[src/rtl/intc_pkg.sv]
package intc_pkg;
    typedef enum logic [3:0] {
        RS_IRQ_ST,
        RS_FIQ_ST,
        RS_PEND,
        RS_SELECT,
        RS_EN_SET,
        RS_EN_CLR,
        RS_SW_SET,
        RS_SW_CLR,
        RS_LVL,
        RS_BOTH,
        RS_POL,
        RS_EDGE_CLR,
        RS_EDGE_ST,
        RS_NONE
    } reg_sel_e;
endpackage

[src/rtl/intc_addr_dec.sv]
module intc_addr_dec
    import intc_pkg::*;
#(
    parameter int AW = 12,
    parameter logic [AW-1:0] WIN_BASE = 12'h080
) (
    input  logic [AW-1:0] addr,
    output reg_sel_e      rsel,
    output logic          hi
);
    localparam int IW = AW - 3;

    logic [AW-3:0] rel_w;
    logic [IW-1:0] idx;
    logic          ok;

    always_comb begin
        ok    = (addr >= WIN_BASE) && (addr[1:0] == 2'b00);
        rel_w = addr[AW-1:2] - WIN_BASE[AW-1:2];
        hi    = rel_w[0];
        idx   = rel_w[AW-3:1];
        rsel  = RS_NONE;
        if (ok) begin
            case (idx)
                IW'(0):  rsel = RS_IRQ_ST;
                IW'(1):  rsel = RS_FIQ_ST;
                IW'(2):  rsel = RS_PEND;
                IW'(3):  rsel = RS_SELECT;
                IW'(4):  rsel = RS_EN_SET;
                IW'(5):  rsel = RS_EN_CLR;
                IW'(6):  rsel = RS_SW_SET;
                IW'(7):  rsel = RS_SW_CLR;
                IW'(8):  rsel = RS_LVL;
                IW'(9):  rsel = RS_BOTH;
                IW'(10): rsel = RS_POL;
                IW'(11): rsel = RS_EDGE_CLR;
                IW'(12): rsel = RS_EDGE_ST;
                default: rsel = RS_NONE;
            endcase
        end
    end
endmodule

[src/rtl/intc_view_mux.sv]
module intc_view_mux
    import intc_pkg::*;
#(
    parameter int NUM_SRC = 51,
    parameter int DW      = 32
) (
    input  reg_sel_e             rsel,
    input  logic                 hi,
    input  logic [NUM_SRC-1:0]   pend,
    input  logic [NUM_SRC-1:0]   en,
    input  logic [NUM_SRC-1:0]   fsel,
    input  logic [NUM_SRC-1:0]   sw,
    input  logic [NUM_SRC-1:0]   lvl,
    input  logic [NUM_SRC-1:0]   both,
    input  logic [NUM_SRC-1:0]   pol,
    output logic [DW-1:0]        word
);
    localparam int PAD = 2*DW - NUM_SRC;

    logic [NUM_SRC-1:0] view;
    logic [2*DW-1:0]    wide;

    always_comb begin
        case (rsel)
            RS_IRQ_ST:  view = pend & en & ~fsel;
            RS_FIQ_ST:  view = pend & en & fsel;
            RS_PEND:    view = pend;
            RS_SELECT:  view = fsel;
            RS_EN_SET:  view = en;
            RS_SW_SET:  view = sw;
            RS_LVL:     view = lvl;
            RS_BOTH:    view = both;
            RS_POL:     view = pol;
            RS_EDGE_ST: view = pend & ~lvl;
            default:    view = '0;
        endcase
        wide = {{PAD{1'b0}}, view};
        word = hi ? wide[2*DW-1:DW] : wide[DW-1:0];
    end
endmodule

[src/rtl/intc_route.sv]
module intc_route #(
    parameter int NUM_SRC = 51
) (
    input  logic               clk,
    input  logic               rst_n,
    input  logic [NUM_SRC-1:0] pend,
    input  logic [NUM_SRC-1:0] en,
    input  logic [NUM_SRC-1:0] fsel,
    output logic               irq_o,
    output logic               fiq_o
);
    typedef struct packed {
        logic irq;
        logic fiq;
    } out_t;

    out_t out_d, out_q;

    always_comb begin
        out_d.irq = |(pend & en & ~fsel);
        out_d.fiq = |(pend & en & fsel);
    end

    always_ff @(posedge clk) begin
        if (!rst_n) out_q <= '0;
        else        out_q <= out_d;
    end

    assign irq_o = out_q.irq;
    assign fiq_o = out_q.fiq;


    no_enable_quiet_chk: assert property (@(posedge clk) disable iff (!rst_n)
        (en == '0) |=> (!irq_o && !fiq_o));


    no_pend_quiet_chk: assert property (@(posedge clk) disable iff (!rst_n)
        (pend == '0) |=> (!irq_o && !fiq_o));


    all_fast_chk: assert property (@(posedge clk) disable iff (!rst_n)
        (fsel == '1) |=> !irq_o);
endmodule

[src/rtl/intc_regbank.sv]
module intc_regbank
    import intc_pkg::*;
#(
    parameter int NUM_SRC = 51,
    parameter int DW      = 32,
    parameter int AW      = 12,
    parameter logic [AW-1:0] WIN_BASE = 12'h080
) (
    input  logic               clk,
    input  logic               rst_n,
    input  logic               wr_en,
    input  logic               rd_en,
    input  logic [AW-1:0]      addr,
    input  logic [DW-1:0]      wdata,
    output logic [DW-1:0]      rdata,
    input  logic [NUM_SRC-1:0] raw_pend,
    input  logic [NUM_SRC-1:0] lvl_mode,
    input  logic [NUM_SRC-1:0] both_edge,
    input  logic [NUM_SRC-1:0] pol_high,
    output logic [NUM_SRC-1:0] edge_clr,
    output logic               irq_o,
    output logic               fiq_o
);
    typedef struct packed {
        logic [NUM_SRC-1:0] en;
        logic [NUM_SRC-1:0] fsel;
        logic [NUM_SRC-1:0] sw;
        logic [DW-1:0]      rdata;
    } bank_t;

    bank_t    st_d, st_q;
    reg_sel_e rsel;
    logic     hi;
    logic [DW-1:0]      view_word;
    logic [NUM_SRC-1:0] wmask;
    logic [NUM_SRC-1:0] keep;

    function automatic logic [NUM_SRC-1:0] place(input logic [DW-1:0] w, input logic upper);
        logic [2*DW-1:0] wide;
        wide = upper ? {w, {DW{1'b0}}} : {{DW{1'b0}}, w};
        return wide[NUM_SRC-1:0];
    endfunction

    intc_addr_dec #(.AW(AW), .WIN_BASE(WIN_BASE)) u_dec (
        .addr (addr),
        .rsel (rsel),
        .hi   (hi)
    );

    intc_view_mux #(.NUM_SRC(NUM_SRC), .DW(DW)) u_mux (
        .rsel (rsel),
        .hi   (hi),
        .pend (raw_pend),
        .en   (st_q.en),
        .fsel (st_q.fsel),
        .sw   (st_q.sw),
        .lvl  (lvl_mode),
        .both (both_edge),
        .pol  (pol_high),
        .word (view_word)
    );

    intc_route #(.NUM_SRC(NUM_SRC)) u_route (
        .clk   (clk),
        .rst_n (rst_n),
        .pend  (raw_pend),
        .en    (st_q.en),
        .fsel  (st_q.fsel),
        .irq_o (irq_o),
        .fiq_o (fiq_o)
    );

    always_comb begin
        wmask = place(wdata, hi);
        keep  = place({DW{1'b1}}, !hi);
        st_d  = st_q;
        if (wr_en) begin
            case (rsel)
                RS_EN_SET: st_d.en   = st_q.en | wmask;
                RS_EN_CLR: st_d.en   = st_q.en & ~wmask;
                RS_SELECT: st_d.fsel = (st_q.fsel & keep) | wmask;
                default:   st_d      = st_q;
            endcase
        end
        if (rd_en) st_d.rdata = view_word;
        edge_clr = (wr_en && rsel == RS_EDGE_CLR) ? (wmask & ~lvl_mode) : '0;
    end

    always_ff @(posedge clk) begin
        if (!rst_n) st_q <= '0;
        else        st_q <= st_d;
    end

    assign rdata = st_q.rdata;


    en_set_chk: assert property (@(posedge clk) disable iff (!rst_n)
        (wr_en && rsel == RS_EN_SET) |=> ((st_q.en & $past(wmask)) == $past(wmask)));


    en_clr_chk: assert property (@(posedge clk) disable iff (!rst_n)
        (wr_en && rsel == RS_EN_CLR) |=> ((st_q.en & $past(wmask)) == '0));


    sel_keep_chk: assert property (@(posedge clk) disable iff (!rst_n)
        (wr_en && rsel == RS_SELECT) |=> ((st_q.fsel & $past(keep)) == ($past(st_q.fsel) & $past(keep))));


    win_rd_zero_chk: assert property (@(posedge clk) disable iff (!rst_n)
        (rd_en && addr < WIN_BASE) |=> (rdata == '0));


    rd_hold_chk: assert property (@(posedge clk) disable iff (!rst_n)
        !rd_en |=> $stable(rdata));


    edge_clr_lvl_chk: assert property (@(posedge clk) disable iff (!rst_n)
        ((edge_clr & lvl_mode) == '0) && (!wr_en -> edge_clr == '0));
endmodule

[config.mk]
export PLATFORM = sky130hd
export DESIGN_NAME = intc_regbank
export DESIGN_NICKNAME = d
export VERILOG_FILES = /design/src/rtl/intc_pkg.sv /design/src/rtl/intc_addr_dec.sv /design/src/rtl/intc_view_mux.sv /design/src/rtl/intc_route.sv /design/src/rtl/intc_regbank.sv
export SDC_FILE = /design/constraint.sdc
export NUM_CORES = 1
export LEC_CHECK = 0
export BUFFER_PORTS_ARGS = -buffer_cell sky130_fd_sc_hd__buf_2
export CORE_MARGIN = 3
export CORE_UTILIZATION = 52
export CTS_CLUSTER_DIAMETER = 100
export CTS_CLUSTER_SIZE = 40
export DETAILED_ROUTE_END_ITERATION = 8
export GPL_ROUTABILITY_DRIVEN = 1
export PLACE_DENSITY = 0.84
export REMOVE_ABC_BUFFERS = 1
export SLEW_MARGIN = 20
export SYNTH_ARGS = -nofsm -noshare
export SYNTH_HDL_FRONTEND = slang
export SYNTH_SLANG_ARGS = --single-unit
[constraint.sdc]
create_clock -name clk -period 4.35 [get_ports clk]
set_clock_uncertainty 0.1 [all_clocks]
set_input_delay 1.305 -clock clk [delete_from_list [all_inputs] [get_ports clk]]
set_output_delay 1.305 -clock clk [all_outputs]
set_load 0.005 [all_outputs]
* Yosys cells after proc, flatten, opt, wreduce, memory -nomap -nowiden
Memory sizes are Yosys's and may differ from the RTL's.
Cells that the tools add are included.
** Storage, ports and cells
- Memory bits (read-only) :: 64
- Output and inout bits :: 85
- Logic and storage cells :: 49
- Register bits :: 136
- Memories kept :: 1
** Cells by class
- Bitwise gates (word level) :: 12
- Add/subtract/negate cells :: 1
- Reductions and logical operators :: 10
- Muxes and demuxes :: 9
- Magnitude comparators :: 1
- Equality and inequality tests :: 10
** Memories
- (name not given) :: words 16, width 4, rd ports 1, clocked after memory_dff 0, write ports 0, line intc_addr_dec.sv:24 : case (idx)
** Operator list (number)
- case mux 51 bit (9 select lines) :: 1
- AND 51 bit :: 7
- two-way mux 51 bit :: 3
- NOT 51 bit :: 3
- bitwise OR 51 bit :: 2
- case mux 51 bit (2 select lines) :: 1
- OR reduction 51 bit :: 2
- two-way mux 32 bit :: 2
- equality test 4 bit, second input constant :: 5
- greater-or-equal comparator 12 x 8 -> 1 bit, second input constant :: 1
- subtractor 10 x 6 -> 10 bit, second input constant :: 1
- equality test 4 x 2 -> 1 bit, second input constant :: 2
- equality test 4 x 3 -> 1 bit, second input constant :: 2
- two-way mux 4 bit :: 2
- logical NOT 5 bit :: 1
- equality test 4 x 1 -> 1 bit, second input constant :: 1
- logical NOT 4 bit :: 1
- AND reduction 2 bit :: 2
- logical AND 1 bit :: 2
- logical NOT 2 bit :: 1
- nonzero test 2 bit :: 1

* Longest topological paths before layout
- Depth after elaboration :: 8
- Mapped depth :: 9
- Gate-level depth less buffers :: 5

* Hierarchy
A second synthesis with hierarchy kept.
** Second synthesis, totals
- Cells, all modules :: 1385
- Area total of the unflattened synthesis :: 11071.9 µm²
** Modules (own cells, without submodules)
- intc_regbank :: times used 1, area an instance 5846.9 µm², cells an instance 580
- intc_view_mux :: times used 1, area an instance 4274.1 µm², cells an instance 653
- intc_route :: times used 1, area an instance 870.8 µm², cells an instance 143
- intc_addr_dec :: times used 1, area an instance 80.1 µm², cells an instance 9

* Worst setup path after synthesis
No wires, ideal clock.
- Kind :: input-to-output
- Start point :: input addr[4]
- End point :: output edge_clr[40]
- Slack :: 232 ps
- Stages :: 7
- Arrival time :: 2713 ps
- Data required time :: 2945 ps
- Cells stage by stage :: buf_2 buf_2 buf_2 buf_2 nand4_2 buf_2 nor3b_1
** On the way
- Word-level cells in the longest chain between the ends :: 7
** Ends and longest elaborated chain
- start, declared :: line intc_regbank.sv:13 : input logic [AW-1:0] addr,
- subtractor 10 x 6 -> 10 bit :: line intc_addr_dec.sv:19 : rel_w = addr[AW-1:2] - WIN_BASE[AW-1:2];
- memory (16 x 4 bit) / logical NOT 5 bit (equally long branches)
- two-way mux 4 bit :: line intc_addr_dec.sv:24
- two-way mux 4 bit (*) :: line intc_addr_dec.sv:23 : if (ok) begin
- equality test 4 bit (*) :: line intc_regbank.sv:86 : edge_clr = (wr_en && rsel == RS_EDGE_CLR) ? (wmask & ~lvl_mode) : '0;
- logical AND 1 bit (*) :: line intc_regbank.sv:86
- two-way mux 51 bit (*) :: line intc_regbank.sv:86
- end, declared :: line intc_regbank.sv:20 : output logic [NUM_SRC-1:0] edge_clr,
Every way passes the cells marked *; elsewhere a longest branch is shown, timed or not.

* Final worst setup path
- Start point :: input addr[10]
- End point :: output edge_clr[15]
** On the way
- Word-level cells in the longest chain between the ends :: 7
** Ends and longest elaborated chain (line)
- subtractor 10 x 6 -> 10 bit :: intc_addr_dec.sv:19
- logical NOT 5 bit :: intc_addr_dec.sv:24
- two-way mux 4 bit :: intc_addr_dec.sv:24
- two-way mux 4 bit (*) :: intc_addr_dec.sv:23
- equality test 4 bit (*) :: intc_regbank.sv:86
- logical AND 1 bit (*) :: intc_regbank.sv:86
- two-way mux 51 bit (*) :: intc_regbank.sv:86
Marks and branches as above.

==> run summary <==
post-DR vias/cell = 6.91
worst path cell trace = buf_2, nor4b_4, nand3_4, nor2_1, nand4_1, buf_12, nor3b_1, buf_2
WP depth = 8
CTS tree = yes
WHS Path Cells = 1
Initial DRT Pass Iterations = 7
die area = 0.0214 mm^2
root buffer cell = clkbuf_16
Seq/Total Area, Yosys = 26.6%
layout cell share with drive strength beyond 1 = 27.7%
Core Util, Final = 67.1%
WP buf/inv = 3
vias in the first global route = 12.6k
HP Class = reg -> reg
initial core utilization = 53.8%
Tmin final = 4150 ps
Post-synth ARST share = 0%
number of buffers created by CTS = 17
Area Growth Syn to Fin = 24.6%
FF-to-FF path depth = 5
Worst slew margin = 23.2%
setup bufs post-CTS = 0
Syn. warnings = 0
later-pin clock latency in the skew report = 440 ps
Post-synth EDFFs = 0
post-synth design cell area = 0.0102 mm^2
Avg Synthesized Cell Area = 7.33 um^2
Synth Flop Type = dfxtp_1
Ports = 337
Final period util = 95.4%
GRT Resource Usage Total = 47.1%
fin. max-slew vios = 0
gr ovfl total = 0
Post-CTS Resized = 0
hold buffers post-CTS = 0
MaxCap Viol Count = 0
Worst Path Required = 2940 ps
Critical Path AT = 2740 ps
Total Wirelength = 53,200 um
#FFs+latches synth = 136
Fin. Hold Viols = 0
Max clock buf depth = 2
Sink Count = 136
post-route ant nets = 0
Nets = 1,933
PD cells = 256 mW/mm^2
CP Max Fanout = 32
cell family with most CP delay = simple AND/OR/NAND/NOR gates
post-synthesis cell count = 1,397
post-detail-place hpwl = 37,900 um
clock-pin slew on the worst setup and hold paths = 60 ps
first-pass GRT wire length = 77,300 um
Worst Tran Pin Value = 1150 ps
VDD IR max = 0.257 mV
Startpoint Class = input pin
vias = 13.5k
status = completed
post-DR wirelength/cell = 27.2 um
largest net degree at the start of global routing = 70
Die Ht = 146 um
Die W = 146 um
Post-route DRC = 0
fmax = 241 MHz
initial antenna violation count = 1
R2R setup slack = 2360 ps
RSZ-0062 raised after global routing = no
aggregate negative setup slack = 0 ps
Pwr Total = 3.26 mW
critical path class = in -> out
H-tree Lvls = 4
CORE AREA = 0.0190 mm^2
pre-CTS WS = 210 ps
Cell Rows = 50
initial DRC count = 1,952
crit-path max cell delay = 350 ps
Synth area leader = dfxtp_1
Leak = 5.36 nW
CP most frequent cell = buf_2
port bufs = 336
GPL Wtd Cong = 1.04
library cells used by synthesis = 80
critical path's slowest cell = nor4b_4
final setup fails = 0
fin worst setup slack = 201 ps
Synth area leaders = dfxtp_1, nand2_1, mux2i_1, nor3b_1, a21oi_1
Synth top area share = 26.6%
crit end category = output port
-- layer usage --
layer | wire length, um | GRT usage [%]
met1 | 18300 | 57.4
met2 | 22600 | 71.8
met3 | 8400 | 15.9
met4 | 3840 | 28.6
met5 | 0 | 0
-- area by class of cell --
| class | count | area (um^2) |
|---|---|---|
| sequential | 136 | 2720 |
| clock buffer | 18 | 429 |
| fill | 1762 | 6260 |
| antenna | 2 | 5.00 |
| multi-input combinational | 1094 | 6780 |
| timing repair buffer | 404 | 2240 |
| tap | 260 | 325 |
| clock inverter | 13 | 145 |
| inverter | 28 | 105 |
-- path summary, 6_finish.rpt --
kind	end	start
setup / recovery	edge_clr[15]	addr[10]
hold / removal	rdata[25]	rdata[25]
setup reg to reg	u_route.fiq_o	flop
hold reg to reg	rdata[25]	rdata[25]
-- cells by family after synthesis --
| kind of cell | share of synthesized area, % |
|---|---|
| compound gates | 27.1 |
| buf+inv | 8.13 |
| simple gates | 30.7 |
| xor+xnor | 0.684 |
| mux | 6.77 |
| flops | 26.6 |
-- cell usage after synthesis, types with 5 or more instances --
master     count
nor3_1        15
nor2b_1       28
a32oi_1       25
a31oi_1       25
a21oi_1       85
a22oi_1       38
nor3b_1       66
or3_1          6
nor4_1         8
clkbuf_1      44
dfxtp_1      136
o2111ai_1      8
buf_4         36
nand4_1       18
a21o_1         6
o21ai_1       13
nand2b_1       8
nand2_1      284
buf_2         56
nand3b_1      16
a221oi_1       9
a221o_1       19
a222oi_1       5
and3_1        12
o22ai_1       31
inv_1         27
nor2_1        42
nand3_1       67
xnor2_1        7
o211ai_1      11
mux2i_1       67
o32ai_1        5
a22o_1        18
o21ai_0       71
-- power breakdown --
| part | internal, mW | leakage (nW) | total [mW] | switching, mW |
|---|---|---|---|---|
| logic | 0.193 | 4.00 | 0.536 | 0.342 |
| clock network | 0.848 | 0.274 | 1.48 | 0.635 |
| registers | 1.24 | 1.09 | 1.25 | 0.000243 |
-- per-stage QoR --
stage	area, um^2	hold slack, ps	std cells
detailed placement	12200	363	1922
CTS	12700	377	1953
global route	12800	392	1954
floorplan	9510	349	1258
finish	12800	374	1955
global placement	12200	353	1922
-- placed cells by master, fill, tap and decap left out, types with 41 or more instances in the layout --
cell type,n
a21oi_1,85
buf_2,335
buf_4,65
dfxtp_1,136
mux2i_1,67
nand2_1,284
nand3_1,67
nor2_1,41
nor3b_1,66
o21ai_0,71
Power figures use the tool's default switching activity.
